--- src/rtl/mdio_mgmt_pkg.sv ---
package mdio_mgmt_pkg;
  localparam int unsigned FRAME_BITS = 32;
  localparam int unsigned PRE_BITS   = 32;
  localparam int unsigned HDR_BITS   = 14;  // start + op + phy + reg
  localparam int unsigned DATA_BITS  = 16;

  localparam logic [1:0] SEL_CFG  = 2'd0;
  localparam logic [1:0] SEL_ADDR = 2'd1;
  localparam logic [1:0] SEL_DATA = 2'd2;
  localparam logic [1:0] SEL_OP   = 2'd3;

  typedef enum logic [1:0] {
    OPC_ADDR   = 2'd0,
    OPC_WRITE  = 2'd1,
    OPC_READ   = 2'd2,
    OPC_RDPOST = 2'd3
  } opc_e;

  function automatic logic [1:0] start_field(input logic ext);
    return ext ? 2'b00 : 2'b01;
  endfunction

  function automatic logic [1:0] op_field(input logic ext, input logic [1:0] opc);
    if (!ext) return opc[1] ? 2'b10 : 2'b01;
    case (opc)
      OPC_ADDR:  return 2'b00;
      OPC_WRITE: return 2'b01;
      OPC_READ:  return 2'b11;
      default:   return 2'b10;
    endcase
  endfunction
endpackage

--- src/rtl/mdio_clkgen.sv ---
module mdio_clkgen #(
  parameter int DIV_W = 8
) (
  input  logic             clk,
  input  logic             rst_n,
  input  logic             run,
  input  logic [DIV_W-1:0] div,
  output logic             mdc,
  output logic             rise,
  output logic             fall
);
  logic [DIV_W-1:0] cnt_q;
  logic             mdc_q;
  logic             wrap;

  assign wrap = run && (cnt_q == div);
  assign rise = wrap && !mdc_q;
  assign fall = wrap && mdc_q;
  assign mdc  = mdc_q;

  always_ff @(posedge clk) begin
    if (!rst_n || !run) begin
      cnt_q <= '0;
      mdc_q <= 1'b0;
    end else if (wrap) begin
      cnt_q <= '0;
      mdc_q <= ~mdc_q;
    end else begin
      cnt_q <= cnt_q + 1'b1;
    end
  end
endmodule

--- src/rtl/mdio_shifter.sv ---
module mdio_shifter
  import mdio_mgmt_pkg::*;
(
  input  logic                  clk,
  input  logic                  rst_n,
  input  logic                  launch,
  input  logic [FRAME_BITS-1:0] frame_in,
  input  logic                  pre_in,
  input  logic                  read_in,
  input  logic                  mdi_en,
  input  logic                  mdi_inv,
  input  logic                  mdio_in,
  input  logic                  rise,
  input  logic                  fall,
  output logic                  active,
  output logic                  rd_frame,
  output logic                  done,
  output logic [DATA_BITS-1:0]  capture,
  output logic                  mdio_out,
  output logic                  mdio_oe
);
  localparam int IDX_W = $clog2(PRE_BITS + FRAME_BITS);
  localparam logic [IDX_W-1:0] LAST_IDX = IDX_W'(PRE_BITS + FRAME_BITS - 1);
  localparam logic [IDX_W-1:0] BODY_IDX = IDX_W'(PRE_BITS);
  localparam logic [IDX_W-1:0] TA_IDX   = IDX_W'(PRE_BITS + HDR_BITS);
  localparam logic [IDX_W-1:0] DAT_IDX  = IDX_W'(PRE_BITS + HDR_BITS + 2);

  logic [FRAME_BITS-1:0] frame_q;
  logic [IDX_W-1:0]      idx_q;
  logic                  active_q, rd_q;
  logic [DATA_BITS-1:0]  cap_q;
  logic                  bit_now, released, sample;
  logic [4:0]            body_pos;

  // indices below BODY_IDX are preamble ones; above it the frame goes MSB first
  assign body_pos = ~idx_q[4:0];
  assign bit_now  = (idx_q >= BODY_IDX) ? frame_q[body_pos] : 1'b1;
  assign released = rd_q && (idx_q >= TA_IDX);
  assign mdio_oe  = active_q && !released;
  assign mdio_out = mdio_oe ? bit_now : 1'b1;
  assign sample   = mdi_en ? (mdio_in ^ mdi_inv) : 1'b1;
  assign done     = fall && active_q && (idx_q == LAST_IDX);
  assign active   = active_q;
  assign rd_frame = rd_q;
  assign capture  = cap_q;

  always_ff @(posedge clk) begin
    if (!rst_n) begin
      frame_q  <= '0;
      idx_q    <= '0;
      active_q <= 1'b0;
      rd_q     <= 1'b0;
      cap_q    <= '0;
    end else if (launch) begin
      frame_q  <= frame_in;
      idx_q    <= pre_in ? '0 : BODY_IDX;
      active_q <= 1'b1;
      rd_q     <= read_in;
      cap_q    <= '0;
    end else if (active_q) begin
      if (rise && rd_q && (idx_q >= DAT_IDX))
        cap_q <= {cap_q[DATA_BITS-2:0], sample};
      if (fall) begin
        if (idx_q == LAST_IDX) active_q <= 1'b0;
        else                   idx_q    <= idx_q + 1'b1;
      end
    end
  end
endmodule

--- src/rtl/mdio_regs.sv ---
module mdio_regs
  import mdio_mgmt_pkg::*;
#(
  parameter int DIV_W = 8
) (
  input  logic                 clk,
  input  logic                 rst_n,
  input  logic [1:0]           reg_sel,
  input  logic                 reg_wr,
  input  logic [31:0]          reg_wdata,
  input  logic                 busy,
  input  logic                 done,
  input  logic                 rd_frame,
  input  logic [DATA_BITS-1:0] capture,
  output logic [31:0]          reg_rdata,
  output logic                 launch,
  output logic [1:0]           op_code,
  output logic                 mdi_en,
  output logic                 mdi_inv,
  output logic                 pre_en,
  output logic                 ext_frame,
  output logic [DIV_W-1:0]     div_run,
  output logic [9:0]           addr_q,
  output logic [DATA_BITS-1:0] data_q
);
  localparam int CFG_W = 5 + DIV_W;

  logic [CFG_W-1:0] cfg_q;
  logic [1:0]       op_q;

  assign launch    = reg_wr && (reg_sel == SEL_OP) && !busy;
  assign mdi_en    = cfg_q[0];
  assign mdi_inv   = cfg_q[1];
  assign pre_en    = cfg_q[2];
  assign ext_frame = cfg_q[3];
  assign op_code   = op_q;

  always_ff @(posedge clk) begin
    if (!rst_n) begin
      cfg_q   <= '0;
      addr_q  <= '0;
      data_q  <= '0;
      op_q    <= '0;
      div_run <= '0;
    end else begin
      if (reg_wr && reg_sel == SEL_CFG)  cfg_q  <= reg_wdata[CFG_W-1:0];
      if (reg_wr && reg_sel == SEL_ADDR) addr_q <= reg_wdata[9:0];
      if (done && rd_frame)
        data_q <= capture;
      else if (reg_wr && reg_sel == SEL_DATA)
        data_q <= reg_wdata[DATA_BITS-1:0];
      if (launch) begin
        op_q    <= reg_wdata[1:0];
        div_run <= cfg_q[5 +: DIV_W];
      end
    end
  end

  always_comb begin
    case (reg_sel)
      SEL_CFG:  reg_rdata = 32'(cfg_q);
      SEL_ADDR: reg_rdata = 32'(addr_q);
      SEL_DATA: reg_rdata = 32'(data_q);
      default:  reg_rdata = {busy, 29'b0, op_q};
    endcase
  end
endmodule

--- src/rtl/mdio_mgmt_master.sv ---
module mdio_mgmt_master
  import mdio_mgmt_pkg::*;
#(
  parameter int DIV_W = 8
) (
  input  logic        clk,
  input  logic        rst_n,
  input  logic [1:0]  reg_sel,
  input  logic        reg_wr,
  input  logic [31:0] reg_wdata,
  output logic [31:0] reg_rdata,
  output logic        mdc,
  output logic        mdio_out,
  output logic        mdio_oe,
  input  logic        mdio_in
);
  logic                  busy, done, rd_frame, launch;
  logic                  mdi_en, mdi_inv, pre_en, ext_frame;
  logic                  rise, fall;
  logic [1:0]            op_code, new_opc;
  logic [DIV_W-1:0]      div_run;
  logic [9:0]            addr_q;
  logic [DATA_BITS-1:0]  data_q, capture;
  logic [FRAME_BITS-1:0] frame_word;
  logic                  new_read;

  assign new_opc  = reg_wdata[1:0];
  assign new_read = new_opc[1];
  assign frame_word = {start_field(ext_frame), op_field(ext_frame, new_opc),
                       addr_q[9:5], addr_q[4:0],
                       new_read ? 2'b11 : 2'b10, data_q};

  mdio_regs #(.DIV_W(DIV_W)) u_regs (
    .clk(clk), .rst_n(rst_n), .reg_sel(reg_sel), .reg_wr(reg_wr),
    .reg_wdata(reg_wdata), .busy(busy), .done(done), .rd_frame(rd_frame),
    .capture(capture), .reg_rdata(reg_rdata), .launch(launch),
    .op_code(op_code), .mdi_en(mdi_en), .mdi_inv(mdi_inv), .pre_en(pre_en),
    .ext_frame(ext_frame), .div_run(div_run), .addr_q(addr_q), .data_q(data_q)
  );

  mdio_clkgen #(.DIV_W(DIV_W)) u_clk (
    .clk(clk), .rst_n(rst_n), .run(busy), .div(div_run),
    .mdc(mdc), .rise(rise), .fall(fall)
  );

  mdio_shifter u_shift (
    .clk(clk), .rst_n(rst_n), .launch(launch), .frame_in(frame_word),
    .pre_in(pre_en), .read_in(new_read), .mdi_en(mdi_en), .mdi_inv(mdi_inv),
    .mdio_in(mdio_in), .rise(rise), .fall(fall), .active(busy),
    .rd_frame(rd_frame), .done(done), .capture(capture),
    .mdio_out(mdio_out), .mdio_oe(mdio_oe)
  );
endmodule

--- config.mk ---
export PLATFORM = sky130hd
export DESIGN_NAME = mdio_mgmt_master
export DESIGN_NICKNAME = d
export VERILOG_FILES = /design/src/rtl/mdio_mgmt_pkg.sv /design/src/rtl/mdio_clkgen.sv /design/src/rtl/mdio_shifter.sv /design/src/rtl/mdio_regs.sv /design/src/rtl/mdio_mgmt_master.sv
export SDC_FILE = /design/constraint.sdc
export NUM_CORES = 1
export LEC_CHECK = 0
export ABC_AREA = 1
export BUFFER_PORTS_ARGS = -buffer_cell sky130_fd_sc_hd__clkbuf_2
export CAP_MARGIN = 20
export CELL_PAD_IN_SITES_DETAIL_PLACEMENT = 1
export CELL_PAD_IN_SITES_GLOBAL_PLACEMENT = 1
export CORE_ASPECT_RATIO = 1.5
export CORE_MARGIN = 1
export CORE_UTILIZATION = 37
export DETAILED_ROUTE_END_ITERATION = 6
export PLACE_DENSITY = 0.76
export SLEW_MARGIN = 20
export SYNTH_ARGS = -nofsm -noshare
export SYNTH_HDL_FRONTEND = slang
export SYNTH_HIERARCHICAL = 1
export SYNTH_SLANG_ARGS = --single-unit
--- constraint.sdc ---
create_clock -name clk -period 2.3 [get_ports clk]
set_clock_uncertainty 0.15 [all_clocks]
set_input_delay 0.115 -clock clk [delete_from_list [all_inputs] [get_ports clk]]
set_output_delay 0.115 -clock clk [all_outputs]
set_load 0.005 [all_outputs]
======== After elaboration in Yosys (flattened, before gate mapping) ========
Index checks and enable logic that the tools add are counted.
word-level totals
  input bits .............................. 38
  bits in registers ....................... 114
  word-level logic and storage cells ...... 81
  output and inout port bits .............. 35
cells by class
  reductions and logical operators ........ 29
  $add $sub $neg .......................... 2
  bitwise gates (word level) .............. 4
  muxes and demuxes ....................... 22
  magnitude comparators ................... 4
  equal/unequal tests ..................... 8
operators with widths
  cell                 number
  $pmux 32 s3          1
  $mux 16              2
  $mux 6               5
  $ge 6x6->1 const B   3
  $logic_and 1x1->1    15
  $mux 1               10
  $add 8x1->8 const B  1
  $eq 8x8->1           1
  $add 6x1->6 const B  1
  $eq 2x2->1 const B   3
  $eq 6x6->1 const B   1
  $lt 5x6->1 const B   1
  $pmux 2 s3           1
  $reduce_bool 2->1    3
  $bmux 1 s5           1
  $not 5->5            1
  $eq 2x1->1 const B   2
  $logic_not 1->1      4
  $logic_not 2->1      2
  $mux 2               2
  $reduce_or 2->1      2
  $reduce_and 3->1     1
  $ne 2x2->1 const B   1
  $not 1->1            2
  other kinds (3)      3

======== Depth between registers and ports, before layout ========
  depth in word-level cells ............... 7
  gate-level depth with buffers ........... 17
  mapped depth without buffers ............ 15

======== Cells and area by module ========
The synthesis kept the hierarchy.
by module, submodules not included
  module            sequential area each (µm²)  area each (µm²)  cells each  instances
  mdio_regs         980.9                       2586.2           403         1
  mdio_shifter      1121.1                      2471.1           350         1
  mdio_clkgen       180.2                       571.8            81          1
  mdio_mgmt_master  0.0                         65.1             11          1

======== Worst setup path after synthesis ========
No wires, ideal clock.
  path kind ............................... register to register
  start ................................... register u_shift.active_q (netlist: u_shift/active)
  end ..................................... register u_regs.data_q[10]
  clock period less this slack ............ 2.246 ns
  data arrival time ....................... 1.982 ns
  path buffers ............................ 3
  library setup time ...................... 0.114 ns
  required time ........................... 2.036 ns
  setup slack ............................. 0.054 ns
  cell stages (with the launch flop) ...... 15
  cells stage by stage .................... dfxtp_1 inv_1 a21oi_1 nand3_2 nor2_4 nand3_1 inv_1 nand2_1 nor2_1 buf_2 nand2_1 buf_2 buf_2 a21oi_1 nor2_1
between the ends
  longest elaborated chain between the ends .. 6
  elaborated cells between the ends (all ways) .. 7
  those cells by class .................... mux: 1; reduce/logical: 6
ends and longest elaborated chain
  element                                              RTL line                source
  start: declaration                                   mdio_shifter.sv:30      logic active_q, rd_q;
  start signal: assignment                             mdio_shifter.sv:51      active_q <= 1'b0;
  start signal: assignment                             mdio_shifter.sv:57      active_q <= 1'b1;
  start signal: assignment                             mdio_shifter.sv:64      if (idx_q == LAST_IDX) active_q <= 1'b0;
  $logic_and 1x1->1 *                                  mdio_clkgen.sv:16       assign wrap = run && (cnt_q == div);
  $logic_and 1x1->1 *                                  mdio_clkgen.sv:18       assign fall = wrap && mdc_q;
  via fall                                             mdio_mgmt_master.sv:19  logic rise, fall;
  $logic_and 1x1->1 * (2 in a row)                     mdio_shifter.sv:42      assign done = fall && active_q && (idx_q == LAST_IDX);
  via done                                             mdio_mgmt_master.sv:17  logic busy, done, rd_frame, launch;
  $logic_and 1x1->1 *                                  mdio_regs.sv:48         if (done && rd_frame)
  $mux 16 / $reduce_bool 2->1 (equally long branches)  --
  end signal: assignment                               mdio_regs.sv:49         data_q <= capture;
  end signal: assignment                               mdio_regs.sv:51         data_q <= reg_wdata[DATA_BITS-1:0];
  end: declaration                                     mdio_regs.sv:24         output logic [DATA_BITS-1:0] data_q
The timed path passes the listed nets; every way through them passes the cells marked *.
A chain may end at the register's enable or synchronous reset.

======== Final worst setup path ========
  start ................................... input port reg_sel[1]
  end ..................................... output port reg_rdata[7]
between the ends
  longest elaborated chain between the ends .. 2
  elaborated cells between the ends (all ways) .. 4
  those cells by class .................... eq/ne: 2; mux: 1; reduce/logical: 1
ends and longest elaborated chain
  element                                   RTL line                source
  start: declaration                        mdio_mgmt_master.sv:8   input logic [1:0] reg_sel,
  $eq 2x2->1, or another cell as far along  mdio_regs.sv:60         case (reg_sel)
  $pmux 32 s3 *                             mdio_regs.sv:60
  end: declaration                          mdio_mgmt_master.sv:11  output logic [31:0] reg_rdata,
Every way passes the cells marked *; elsewhere a longest branch is shown, timed or not.

==> impl_results.md <==
* TritonRoute pass-1 iters at 4
* Peak VDD IR at between 0.4 and 0.5 mV
* Cell repeated most along the worst path: clkbuf_2
* CP endpoint kind: output port
* Initial DRC count at 221
* Area Growth Syn to Fin at 22.5%
* RSZ-0062 raised after global routing: false
* Worst Setup Start Kind: input port
* CTS H-Tree Depth at 4
* Clock sink total at 114
* NumNets Final at 947
* Clock root buffer: clkbuf_16
* Worst Path Buf+Inv at 5
* Worst skew pair latency at 0.41 ns
* Detailed placement HPWL at 11800 um
* Crit path largest cell delay at 0.53 ns
* I/O Buffers at a little over 40
* Die Span Y at 154 um
* Syn Inst Count at about 850
* Period minus WS final at 2.18 ns
* Unique cell type count in the Yosys netlist at 38
* Hold path depth at 3
* Final Max Slew Viols at 0
* CP Class: input port to output port
* Worst Path Max Fanout at 10
* First-pass GRT wire length at 28500 um
* Clock buffer count from CTS at 17
* Drt wl/cell at about 16 um
* Vias after detailed routing at 5588
* Tcrit/Tclk final at 0.946
* Final hold slack at 0.0840 ns
* Delay-heaviest family, CP: buffers and inverters
* F_max at 460 MHz
* Share of layout cells above drive strength 1 at 0.159
* FILL cells at between 1500 and 2000
* DRT Wirelength at approximately 18000 um
* Worst EP arrival at 1.91 ns
* Top cell type's share of synthesized area at 0.401
* Row count at 55
* Slew @ Worst Pin at 0.549 ns
* Final ANT Viol Nets at 0
* Leakage at 0.00305 uW
* Largest net degree at the start of global routing at 58
* FF+latch area at 2290 um^2
* Power density of the placed cells at 763 nW/um^2
* Final setup vio count at 0
* Area leader, netlist: dfxtp_1
* CTS clk-pin slew, worst paths at 0.06 ns
* R2r worst-path depth at 16
* GRT Total Usage at 0.236
* Mapped cell area at 5690 um^2
* Drt via density at 5.01
* Clk buf depth at 2
* FF-to-FF Start: u_clk/cnt_q[3]
* Final Hold Fails at 0
* CTS tree: yes
* Core box area at 15100 um^2
* Register area share after synthesis at 0.401
* Die X at 103 um
* FF-to-FF setup slack at ~0.17 ns
* Post-route worst setup slack at 0.124 ns
* Die area at 15900 um^2
* Ant diodes at 0
* Syn Area/Cell at 6.74 um^2
* Total gr overflow at 0
* Synth Warn # at 6
* Status: finished clean
* # Post-CTS Setup Buffers at 0
* Crit path cell chain: dlygate4sd3_1 > clkbuf_2 > inv_1 > nor2_2 > inv_2 > o211ai_1 > clkbuf_2
* Slew HR at 0.633
* Placer Congestion at 0.778
* Area of the multi-input gates at 2830 um^2
* Vias in the first global route at ~5700
* Drc violations at 0
* Worst hold path type: input port to flop
* Slowest CP cell: dlygate4sd3_1
* Dominant cells by area after synthesis: dfxtp_1 (40%), nor2_1 (11%), nand2_1 (11%)
* Post-place setup slack at 0.0642 ns
* I/O Pins at 73
* Initial antenna violation count at 0
* Max-Cap Viols at 0
* Hold EP: u_regs/addr_q[1]
* #FFs+latches synth at 114
* Total negative slack at 0 ns
* Starting density of the core at 0.378
* CP Data Required Time at 2.04 ns
* Worst hold start: reg_wdata[1]
* Reg2reg end: u_regs/data_q[5]
cells in the final DEF, fill, tap and decap left out, drive strengths merged:
| master | count |
|---|---|
| ha | 5 |
| nand2 | 173 |
| o21ai | 68 |
| a31oi | 2 |
| nand3b | 7 |
| nand4 | 4 |
| clkinvlp | 5 |
| o211ai | 8 |
| dlygate4sd3 | 21 |
| o22ai | 3 |
| a21boi | 5 |
| nor2 | 185 |
| and2 | 1 |
| xnor2 | 2 |
| clkbuf | 63 |
| xor2 | 7 |
| buf | 19 |
| nand3 | 65 |
| a21oi | 44 |
| o31ai | 1 |
| clkinv | 3 |
| or2 | 1 |
| inv | 88 |
| dfxtp | 114 |
| nor3 | 3 |
| conb | 17 |
| bufinv | 3 |
cells in the mapped netlist (all sizes together):
| cell | n |
|---|---|
| clkbuf | 14 |
| nor3 | 3 |
| o22ai | 3 |
| a21boi | 5 |
| buf | 43 |
| xor2 | 7 |
| and2 | 1 |
| a21oi | 44 |
| inv | 87 |
| dfxtp | 114 |
| o211ai | 8 |
| nand4 | 4 |
| nor2 | 185 |
| xnor2 | 2 |
| or2 | 1 |
| nand2 | 173 |
| o31ai | 1 |
| nand3 | 65 |
| ha | 5 |
| conb | 3 |
| a31oi | 2 |
| o21ai | 68 |
| nand3b | 7 |
worst reg2reg max path: stages, from the launching register on:
cell and delay, ns:
dfxtp_2 0.36, inv_2 0.05, nand2_1 0.05, nand2_1 0.05, nor2_1 0.08, nand2_1 0.10
nor2_4 0.10, nand3_1 0.10, inv_1 0.09, nand2_1 0.10, nor2_4 0.17, nand2_4 0.10
clkbuf_16 0.19, nand2_1 0.06, nand2_1 0.05, a21oi_1 0.14, nor2_1 0.06
worst max-delay path by stage:
stage	cells past startpoint	end	from
final	7	reg_rdata[7]	reg_sel[1]
after global routing	9	mdio_out	u_shift/idx_q[0]
after CTS	16	u_regs/data_q[7]	u_clk/cnt_q[3]
after detailed placement	16	u_regs/data_q[3]	u_clk/cnt_q[3]
after global placement	16	u_regs/data_q[3]	u_clk/cnt_q[3]
after floorplan	14	u_regs/data_q[10]	u_shift/active
state kept, by name, indices dropped and copies added (netlist names):
| signal | flops |
|---|---|
| u_shift/frame_q | 32 |
| u_clk/mdc | 1 |
| u_clk/cnt_q | 8 |
| u_shift/rd_frame | 1 |
| u_shift/capture | 16 |
| u_regs/data_q | 16 |
| u_regs/div_run | 8 |
| u_regs/op_code | 2 |
| u_regs/cfg_q | 13 |
| u_regs/addr_q | 10 |
| u_shift/active | 1 |
| u_shift/idx_q | 6 |
kinds of logic (layout without fill, tap and decap cells):
| kind of cell | count (synthesis) | in the layout | share of synthesized area |
|---|---|---|---|
| buffers and inverters | 144 | 202 | 0.116 |
| other | 3 | 17 | 0.00198 |
| and+or+nand+nor | 439 | 439 | 0.334 |
| adders and majority gates | 5 | 5 | 0.0110 |
| DFF | 114 | 114 | 0.401 |
| AOI/OAI and AO/OA | 131 | 131 | 0.122 |
| xor gates and xnor gates | 9 | 9 | 0.0138 |
final cells by class:
| cell class | count | share of cell area |
|---|---|---|
| Clock buffer | 20 | 0.0669 |
| Clock inverter | 12 | 0.0222 |
| Inverter | 87 | 0.0479 |
| Multi-Input combinational cell | 601 | 0.406 |
| Sequential cell | 114 | 0.328 |
| Tap cell | 199 | 0.0357 |
| Timing Repair Buffer | 83 | 0.0931 |
per-stage QoR:
| stage | total power, uW | utilization | cell area, um^2 | cells |
|---|---|---|---|---|
| finish | 5320 | 0.463 | 6980 | 1116 |
| global placement | 2550 | 0.400 | 6040 | 1061 |
| global route | 5520 | 0.463 | 6980 | 1116 |
| CTS | 5370 | 0.456 | 6870 | 1114 |
| detailed placement | 2560 | 0.400 | 6040 | 1061 |
| floorplan | 2430 | - | 5750 | 859 |
routing by layer:
metal	global-route usage	routed length (um)	vias up
li1	-	-	2753
met1	0.260	6910	2681
met2	0.413	9360	105
met3	0.0432	532	49
met4	0.138	913	0
met5	0	0	-
power by group:
part | leakage, uW | internal, uW | switching (uW)
combinational | 0.00183 | 165 | 294
sequential | 0.000931 | 2050 | 47.6
clock | 0.000291 | 1790 | 975
repair_timing:
action	CTS	global route
endpoints found under the setup margin	1	33
gates resized for setup	1	22
hold endpoints to repair	39	0
hold buffers	21	0
cloned	0	2
pin swaps	0	2
Power figures use the tool's default switching activity.
